[config.mk]
export PLATFORM = sky130hd
export DESIGN_NAME = sample_framer
export DESIGN_NICKNAME = d
export VERILOG_FILES = /design/src/rtl/frm_pkg.sv /design/src/rtl/frm_counter.sv /design/src/rtl/frm_header.sv /design/src/rtl/frm_fsm.sv /design/src/rtl/sample_framer.sv
export SDC_FILE = /design/constraint.sdc
export NUM_CORES = 1
export LEC_CHECK = 0
export BUFFER_PORTS_ARGS = -buffer_cell sky130_fd_sc_hd__clkbuf_2
export CAP_MARGIN = 5
export CORE_ASPECT_RATIO = 1.75
export CORE_UTILIZATION = 35
export DETAILED_ROUTE_END_ITERATION = 6
export PLACE_DENSITY = 0.65
export SLEW_MARGIN = 20
export SYNTH_ARGS = -nofsm -noshare
export SYNTH_HDL_FRONTEND = slang
export SYNTH_SLANG_ARGS = --single-unit
[constraint.sdc]
create_clock -name clk -period 4.2 [get_ports clk]
set_input_delay 0.84 -clock clk [delete_from_list [all_inputs] [get_ports clk]]
set_output_delay 0.84 -clock clk [all_outputs]
set_load 0.03 [all_outputs]
[src/rtl/frm_pkg.sv]
package frm_pkg;
    typedef enum logic [2:0] {
        ST_IDLE, ST_HDR0, ST_HDR1, ST_HDR2, ST_HDR3, ST_BODY, ST_DROP
    } frm_state_t;

    typedef enum logic [1:0] {
        HSEL_RES, HSEL_TSLO, HSEL_TSHI, HSEL_FLG
    } hsel_t;
endpackage

[src/rtl/frm_counter.sv]
module frm_counter #(
    parameter int HS_N = 508,
    parameter int FS_N = 124
) (
    input  logic clk,
    input  logic rst_n,
    input  logic start,
    input  logic mode,
    input  logic inc,
    output logic last
);
    localparam int CMAX = (HS_N > FS_N) ? HS_N : FS_N;
    localparam int CW   = $clog2(CMAX);

    logic [CW-1:0] cnt;
    logic [CW-1:0] lim_m1;
    logic          mode_q;

    assign lim_m1 = mode_q ? CW'(HS_N - 1) : CW'(FS_N - 1);
    assign last   = (cnt == lim_m1);

    always_ff @(posedge clk or negedge rst_n) begin
        if (!rst_n) begin
            cnt    <= '0;
            mode_q <= 1'b0;
        end else if (start) begin
            cnt    <= '0;
            mode_q <= mode;
        end else if (inc) begin
            cnt <= last ? '0 : cnt + 1'b1;
        end
    end

    // sample index never passes the message length
    a_r5_cnt_bound: assert property (@(posedge clk) disable iff (!rst_n)
        cnt <= lim_m1);
endmodule

[src/rtl/frm_header.sv]
module frm_header
    import frm_pkg::*;
#(
    parameter int          DW      = 32,
    parameter int          TW      = 64,
    parameter logic [31:0] DEF_RES = 32'hFFFF_FFFF,
    parameter logic [31:0] DEF_FLG = 32'h1234_4321
) (
    input  logic          clk,
    input  logic          rst_n,
    input  logic          start,
    input  logic          use_cfg,
    input  logic [DW-1:0] cfg_res,
    input  logic [DW-1:0] cfg_flg,
    input  logic [TW-1:0] ts_in,
    input  hsel_t         sel,
    output logic [DW-1:0] word
);
    logic [DW-1:0] res_q, flg_q;
    logic [TW-1:0] ts_q;

    always_ff @(posedge clk or negedge rst_n) begin
        if (!rst_n) begin
            res_q <= '0;
            flg_q <= '0;
            ts_q  <= '0;
        end else if (start) begin
            res_q <= use_cfg ? cfg_res : DW'(DEF_RES);
            flg_q <= use_cfg ? cfg_flg : DW'(DEF_FLG);
            ts_q  <= ts_in;
        end
    end

    always_comb begin
        unique case (sel)
            HSEL_RES:  word = res_q;
            HSEL_TSLO: word = ts_q[DW-1:0];
            HSEL_TSHI: word = ts_q[2*DW-1:DW];
            HSEL_FLG:  word = flg_q;
            default:   word = res_q;
        endcase
    end
endmodule

[src/rtl/frm_fsm.sv]
module frm_fsm
    import frm_pkg::*;
(
    input  logic  clk,
    input  logic  rst_n,
    input  logic  s_valid,
    input  logic  m_ready,
    input  logic  last,
    output logic  start,
    output logic  s_ready,
    output logic  m_valid,
    output logic  m_sof,
    output logic  m_eof,
    output logic  inc,
    output logic  pass,
    output hsel_t hsel
);
    frm_state_t state, nxt;

    always_ff @(posedge clk or negedge rst_n) begin
        if (!rst_n) state <= ST_IDLE;
        else        state <= nxt;
    end

    always_comb begin
        nxt     = state;
        start   = 1'b0;
        s_ready = 1'b0;
        m_valid = 1'b0;
        m_sof   = 1'b0;
        m_eof   = 1'b0;
        inc     = 1'b0;
        pass    = 1'b0;
        hsel    = HSEL_RES;
        unique case (state)
            ST_IDLE: begin
                if (s_valid) begin
                    start = 1'b1;
                    nxt   = m_ready ? ST_HDR0 : ST_DROP;
                end
            end
            ST_HDR0: begin
                m_valid = 1'b1;
                m_sof   = 1'b1;
                hsel    = HSEL_RES;
                if (m_ready) nxt = ST_HDR1;
            end
            ST_HDR1: begin
                m_valid = 1'b1;
                hsel    = HSEL_TSLO;
                if (m_ready) nxt = ST_HDR2;
            end
            ST_HDR2: begin
                m_valid = 1'b1;
                hsel    = HSEL_TSHI;
                if (m_ready) nxt = ST_HDR3;
            end
            ST_HDR3: begin
                m_valid = 1'b1;
                hsel    = HSEL_FLG;
                if (m_ready) nxt = ST_BODY;
            end
            ST_BODY: begin
                pass    = 1'b1;
                m_valid = s_valid;
                s_ready = m_ready;
                m_eof   = s_valid && last;
                inc     = s_valid && m_ready;
                if (s_valid && m_ready && last) nxt = ST_IDLE;
            end
            ST_DROP: begin
                s_ready = 1'b1;
                inc     = s_valid;
                if (s_valid && last) nxt = ST_IDLE;
            end
            default: nxt = ST_IDLE;
        endcase
    end

    // the header continues without a bubble and without a second start mark
    a_r2_sof_seq: assert property (@(posedge clk) disable iff (!rst_n)
        (m_valid && m_sof && m_ready) |=> (m_valid && !m_sof));
    // a start seen while the output is blocked produces no output word
    a_r7_drop_silent: assert property (@(posedge clk) disable iff (!rst_n)
        (start && !m_ready) |=> !m_valid);
    // after the last word the framer returns to waiting
    a_r5_eof_gap: assert property (@(posedge clk) disable iff (!rst_n)
        (m_valid && m_eof && m_ready) |=> (!m_valid && !s_ready));
    // start and end marks never coincide
    a_r5_marks_apart: assert property (@(posedge clk) disable iff (!rst_n)
        !(m_sof && m_eof));
endmodule

[src/rtl/sample_framer.sv]
module sample_framer
    import frm_pkg::*;
#(
    parameter int DW       = 32,
    parameter int TW       = 64,
    parameter int HDR_B    = 16,
    parameter int SMP_B    = 4,
    parameter int HS_MSG_B = 2048,
    parameter int FS_MSG_B = 512
) (
    input  logic          clk,
    input  logic          rst_n,
    input  logic          link_hs,
    input  logic          hdr_from_cfg,
    input  logic [DW-1:0] cfg_reserved,
    input  logic [DW-1:0] cfg_flags,
    input  logic [TW-1:0] ts_count,
    input  logic          s_valid,
    output logic          s_ready,
    input  logic [DW-1:0] s_data,
    output logic          m_valid,
    input  logic          m_ready,
    output logic [DW-1:0] m_data,
    output logic          m_sof,
    output logic          m_eof
);
    localparam int HS_N = (HS_MSG_B - HDR_B) / SMP_B;
    localparam int FS_N = (FS_MSG_B - HDR_B) / SMP_B;

    logic          start, inc, pass, last;
    hsel_t         hsel;
    logic [DW-1:0] hdr_word;

    frm_fsm u_fsm (
        .clk     (clk),
        .rst_n   (rst_n),
        .s_valid (s_valid),
        .m_ready (m_ready),
        .last    (last),
        .start   (start),
        .s_ready (s_ready),
        .m_valid (m_valid),
        .m_sof   (m_sof),
        .m_eof   (m_eof),
        .inc     (inc),
        .pass    (pass),
        .hsel    (hsel)
    );

    frm_counter #(.HS_N(HS_N), .FS_N(FS_N)) u_cnt (
        .clk   (clk),
        .rst_n (rst_n),
        .start (start),
        .mode  (link_hs),
        .inc   (inc),
        .last  (last)
    );

    frm_header #(.DW(DW), .TW(TW)) u_hdr (
        .clk     (clk),
        .rst_n   (rst_n),
        .start   (start),
        .use_cfg (hdr_from_cfg),
        .cfg_res (cfg_reserved),
        .cfg_flg (cfg_flags),
        .ts_in   (ts_count),
        .sel     (hsel),
        .word    (hdr_word)
    );

    assign m_data = pass ? s_data : hdr_word;

    // a stalled output word stays offered and unchanged
    a_r8_hold: assert property (@(posedge clk) disable iff (!rst_n)
        (m_valid && !m_ready) |=> (m_valid && $stable(m_data)));
    // nothing is offered or accepted in the first cycle out of reset
    a_r1_quiet: assert property (@(posedge clk) disable iff (!rst_n)
        $rose(rst_n) |-> (!m_valid && !s_ready));
endmodule

== Yosys cells after proc, flatten, opt, wreduce, memory -nomap -nowiden ==
Index checks and enable logic that the tools add are counted.

* Flip-flop bits (word level): 141
* Input port bits: 166
* Output and inout bits: 36
* Logic and storage cells: 58

* $add $sub $neg: 1
* Equal/unequal tests: 17
* Muxes and demuxes: 26
* Reduce and logical (&&, ||, !) cells: 8

{| class="wikitable"
|+ Operators with widths
! operator !! count
|-
| 32-bit one-hot mux with 4 select lines || 1
|-
| 32-bit two-way mux || 3
|-
| 9-bit two-way mux || 4
|-
| 3-bit two-way mux || 8
|-
| 3-bit one-hot mux with 7 select lines || 1
|-
| 2-bit inequality test (second input constant) || 5
|-
| 9-bit by 1-bit adder with 9-bit output (second input constant) || 1
|-
| 3-bit == test (second input constant) || 3
|-
| 9-bit == test || 1
|-
| 7-bit AND reduction || 1
|-
| 3-bit by 2-bit == test with 1-bit output (second input constant) || 2
|-
| 1-bit one-hot mux with 2 select lines || 3
|-
| 2-bit one-hot mux with 3 select lines || 1
|-
| 1-bit two-way mux || 5
|-
| 2-bit == test (second input constant) || 2
|-
| 2-bit by 1-bit inequality test with 1-bit output (second input constant) || 2
|-
| 4-bit OR reduction || 1
|-
| 3-bit by 1-bit == test with 1-bit output (second input constant) || 1
|-
| 1-bit logical AND || 3
|-
| 3-bit logical NOT || 1
|-
| 2-bit by 1-bit == test with 1-bit output (second input constant) || 1
|-
| 2-bit logical NOT || 1
|-
| 2-bit nonzero test || 1
|}

== Logic depth before layout (Yosys ltp) ==
* Depth after elaboration: 5
* Mapped depth: 7
* Gate-level depth less buffers: 5

== Hierarchy ==
A second synthesis with hierarchy kept.

* Cell total of the unflattened synthesis: 592
* Area, all modules: 7211.9 µm²

{| class="wikitable"
|+ Modules (own cells, without submodules)
! module !! times used !! cells each !! area each (µm²) !! seq. area each (µm²)
|-
| frm_header || 1 || 451 || 5756.8 || 3203.1
|-
| frm_counter || 1 || 64 || 604.3 || 250.2
|-
| sample_framer || 1 || 36 || 544.3 || 0.0
|-
| frm_fsm || 1 || 41 || 306.5 || 75.1
|}

== Worst setup path after synthesis ==
Ideal clock, no wire load.

* Path type: register to output
* Start point: register u_fsm.state[1]
* End point: output port m_data[10]
* Data arrival time: 1668 ps
* Data required time: 3360 ps
* Slack: 1692 ps
* Stages on the path, launching flop included: 7
* Path buffers: 2
* Cell sequence: dfrtp_1 -> clkbuf_1 -> nor2b_1 -> nand2_1 -> buf_1 -> nor2_1 -> nor2_1

* Cells in the longest elaborated chain, start to end: 5
* Elaborated cells on any way between the ends: 12
* Those cells by class: eq/ne (7); mux (4); reduce/logical (1)

{| class="wikitable"
|+ RTL lines
! what !! line !! source
|-
| from (decl) || frm_fsm.sv:18 || <nowiki>frm_state_t state, nxt;</nowiki>
|-
| from (signal assigned) || frm_fsm.sv:22 || <nowiki>else state <= nxt;</nowiki>
|-
| 3-bit == test or 3-bit by 2-bit == test with 1-bit output (tied branches) || frm_fsm.sv:35 || <nowiki>unique case (state)</nowiki>
|-
| 2-bit one-hot mux with 3 select lines || frm_fsm.sv:35 ||
|-
| 2-bit == test (tied with other cells) || frm_header.sv:35 || <nowiki>unique case (sel)</nowiki>
|-
| 32-bit one-hot mux with 4 select lines || frm_header.sv:35 ||
|-
| 32-bit two-way mux * || sample_framer.sv:71 || <nowiki>assign m_data = pass ? s_data : hdr_word;</nowiki>
|-
| to (decl) || sample_framer.sv:23 || <nowiki>output logic [DW-1:0] m_data,</nowiki>
|}

Every way passes the cells marked *; elsewhere a longest branch is shown, timed or not.

== Worst setup path after layout ==
* Start point: register u_fsm.state[1]
* End point: output port m_data[22]

The elaborated chain is that of the path after synthesis.

==> results.ini <==
[power]
p_sw_frac = 0.4514
clockPowerShare = 0.202
internal_power_uw = 3789
cellPowerDensity_nw_per_um2 = 798.6
power.switching_uw = 3118
vdd_ir_drop_max_mv = 0.4672
power_frac_comb = 0.466
seqPwrFrac = 0.332
p_leak_uw = 0.004585

[detailed_routing]
drt_iter0_drc = 257
routed-via-count = 6263
first_pass_iters = 6
wl_um = 19420
via_per_inst = 4.878
drc = 0
final_antenna_net_count = 0
routedWlPerCell_um = 15.12

[die]
dieHeight_um = 187.9
io_pins = 202
fp.dieW_um = 108.2
core_area_um2 = 19280
die_area_um2 = 20330
row_count = 67
start_util = 0.3583

[cts]
cts_setup_buffers = 0
cts_tree = built
clock_path_buffers = 2
cts_num_sinks = 141
clk_pin_slew_ps = 60
cts_buffers = 17
clk_latency_ps = 410
clock-root-buffer = clkbuf_16
ctsHtreeMaxLevel = 4
hold_buffers = 0
cts_resized = 0

[place]
dp_hpwl_um = 13690
post_dp_cell_area_um2 = 8099
dp_slack_ps = 1287
gp_congestion = 0.7877
portBuffers = 201

[global_routing]
groute.usage.overall = 0.2001
grt_pass1_wl_um = 31420
grt_max_degree = 172
antenna_found_initial = 0
grt_pass1_vias = 6313
overflow = 0

[sta]
fmax_mhz = 304.7
slew_headroom = 0.3600
fin_skew_ps = 13.91
hold_violations = 0
slew_violations = 0
setup_viol = 0
rsz0062_at_grt = no
period_needed_ps = 3282
finalCritPeriodShare = 0.7813
tightest_slew_ps = 960.0
worst_slack_ps = 918.4
tns_ps = 0

[critical_path]
r2r-start = u_fsm.state[0]$_DFFE_PN0P_
cp_slowest_cell = dfrtp_1
critical_path_required_ps = 3360
cp.arrival_ps = 2440
crit_path_frequent_cell = nor2_1
rr_worst_depth = 5
crit_path_end_kind = output pin
r2r_end = u_cnt.cnt[3]$_DFFE_PN0P_
criticalPathCategory = flip-flop to output pin
rrSetupSlack_ps = 1680
crit_path_max_fanout = 18
path_cells = nor2b_1 -> nand2_1 -> buf_4 -> nor2_1 -> nor2_1 -> clkbuf_2
max_stage_delay_ps = 630
crit_path_start_kind = flip-flop

[cells_and_area]
area.growth.synth_to_final_pct = 25.19
layout-drive-gt1-share = 0.2397
utilization = 0.4486
stdcell_area_um2 = 8650
layout.nets = 1197
n_antenna_cell = 0
fillers = 2027

[job]
max-cap-violations = 0

[synthesis]
synth_cells = 860
yosysWarnings = 0
synth_cell_types = 39
seq_area_frac_synth = 0.5107
synth-seq-cells = 141
syn-num-nets = 1027
synth_area_um2 = 6909
syn_area_per_cell_um2 = 8.034

[min_path]
hold_class = input port to async pin

[run_status]
status = finished, final reports clean

[metrics by stage]
step                power, uW  cells  hold WS [ps]
floorplan                4583    860         439.7
global placement         5503   1252         451.6
detailed placement       5571   1252         456.6
CTS                      6987   1284         470.5
global route             7420   1284         483.9
finish                   6907   1284         463.6
[flip-flops by register name, summed over array words and instances, names as in the netlist]
name / cells
u_hdr.ts_q: 64
u_hdr.flg_q: 32
u_hdr.res_q: 32
u_cnt.cnt: 9
u_fsm.state: 3
u_cnt.mode_q: 1
[worst max-delay path, delay by kind of cell, from the launching register on]
family | cells | cell delay, ps
buffers and inverters | 2 | 590
flip-flops | 1 | 630
AND/OR/NAND/NOR | 4 | 800
[layer usage]
metal | wire length, um | track usage | up-vias
li1 | - | - | 3175
met1 | 7770 | 0.2312 | 2916
met2 | 10360 | 0.3567 | 141
met3 | 740 | 0.03580 | 31
met4 | 543 | 0.08061 | 0
met5 | 0 | 0 | -
[Yosys cell counts]
library cell	number	area [um^2]
o21a_1	1	7.510
ha_1	1	12.51
o22ai_1	33	206.5
and4b_1	1	10.01
nand3_1	27	135.1
nand2b_1	2	12.51
o211ai_1	2	15.01
and4_1	2	17.52
buf_6	1	11.26
inv_1	45	168.9
or3_1	5	31.28
dfrtp_1	141	3528
buf_1	17	63.81
o311ai_0	1	8.760
nor2_1	140	525.5
nand4_1	3	18.77
buf_2	13	65.06
and2_1	1	6.260
a31oi_1	43	269.0
nor2b_1	4	25.02
nand2_1	245	919.6
clkbuf_1	31	116.4
o21bai_1	1	7.510
a21oi_1	42	210.2
o21ai_0	7	35.03
o31ai_1	3	22.52
or4_1	2	15.01
a22oi_1	1	7.510
nor3_1	2	10.01
a211o_1	1	8.760
and3_1	1	6.260
nor4b_2	1	15.01
and3b_1	1	8.760
clkinv_1	1	3.750
o211a_1	3	30.03
a221oi_1	1	8.760
a32o_1	1	10.01
a311oi_2	1	15.01
mux2i_1	32	320.3
[power groups by stage]
stage               Clock, uW  Sequential, uW  Combinational [uW]
finish                   1400            2290                3220
global route             1490            2360                3570
CTS                      1430            2290                3260
detailed placement          0            2310                3260
global placement            0            2280                3220
floorplan                   0            2200                2390
[final cells by class]
cell class	instances	area (um^2)	share of cell area
Sequential cell	141	3532	0.4084
Multi-Input combinational cell	611	2978	0.3443
Timing Repair Buffer	213	1115	0.1289
Clock buffer	19	442.9	0.05121
Tap cell	241	301.5	0.03486
Inverter	46	172.7	0.01996
Clock inverter	13	107.6	0.01244
[worst max-delay path by stage]
stage / start / slack (ps) / endpoint / cells past startpoint
2_1_floorplan: u_fsm.state[1]$_DFFE_PN0P_ / 1690 / m_data[10] / 6
3_3_place_gp: u_fsm.state[1]$_DFFE_PN0P_ / 1380 / m_data[2] / 6
3_5_place_dp: u_fsm.state[1]$_DFFE_PN0P_ / 1290 / m_data[22] / 6
4_1_cts: u_fsm.state[1]$_DFFE_PN0P_ / 860 / m_data[22] / 6
5_1_grt: u_fsm.state[1]$_DFFE_PN0P_ / 670 / m_data[29] / 6
6_report: u_fsm.state[1]$_DFFE_PN0P_ / 920 / m_data[22] / 6
[cells by family (layout without fill, tap and decap cells)]
kind of cell,Yosys count,in the layout,synth area share
buffers and inverters,108,291,0.06211
AND/OR/NAND/NOR,437,437,0.2543
AO/OA/AOI/OAI,141,141,0.1248
adder cells (fa/ha/maj),1,1,0.001811
multiplexers,32,32,0.04636
flip-flops,141,141,0.5107
[layout by cell type (no fill, tap or decap), drive strengths merged, types with 7 or more instances in the layout]
cell / count
nand2: 245
clkbuf: 219
dfrtp: 141
nor2: 140
inv: 50
a31oi: 43
a21oi: 42
o22ai: 33
mux2i: 32
nand3: 27
buf: 13
o21ai: 7
Note: power is estimated with default switching activity, not from simulation.
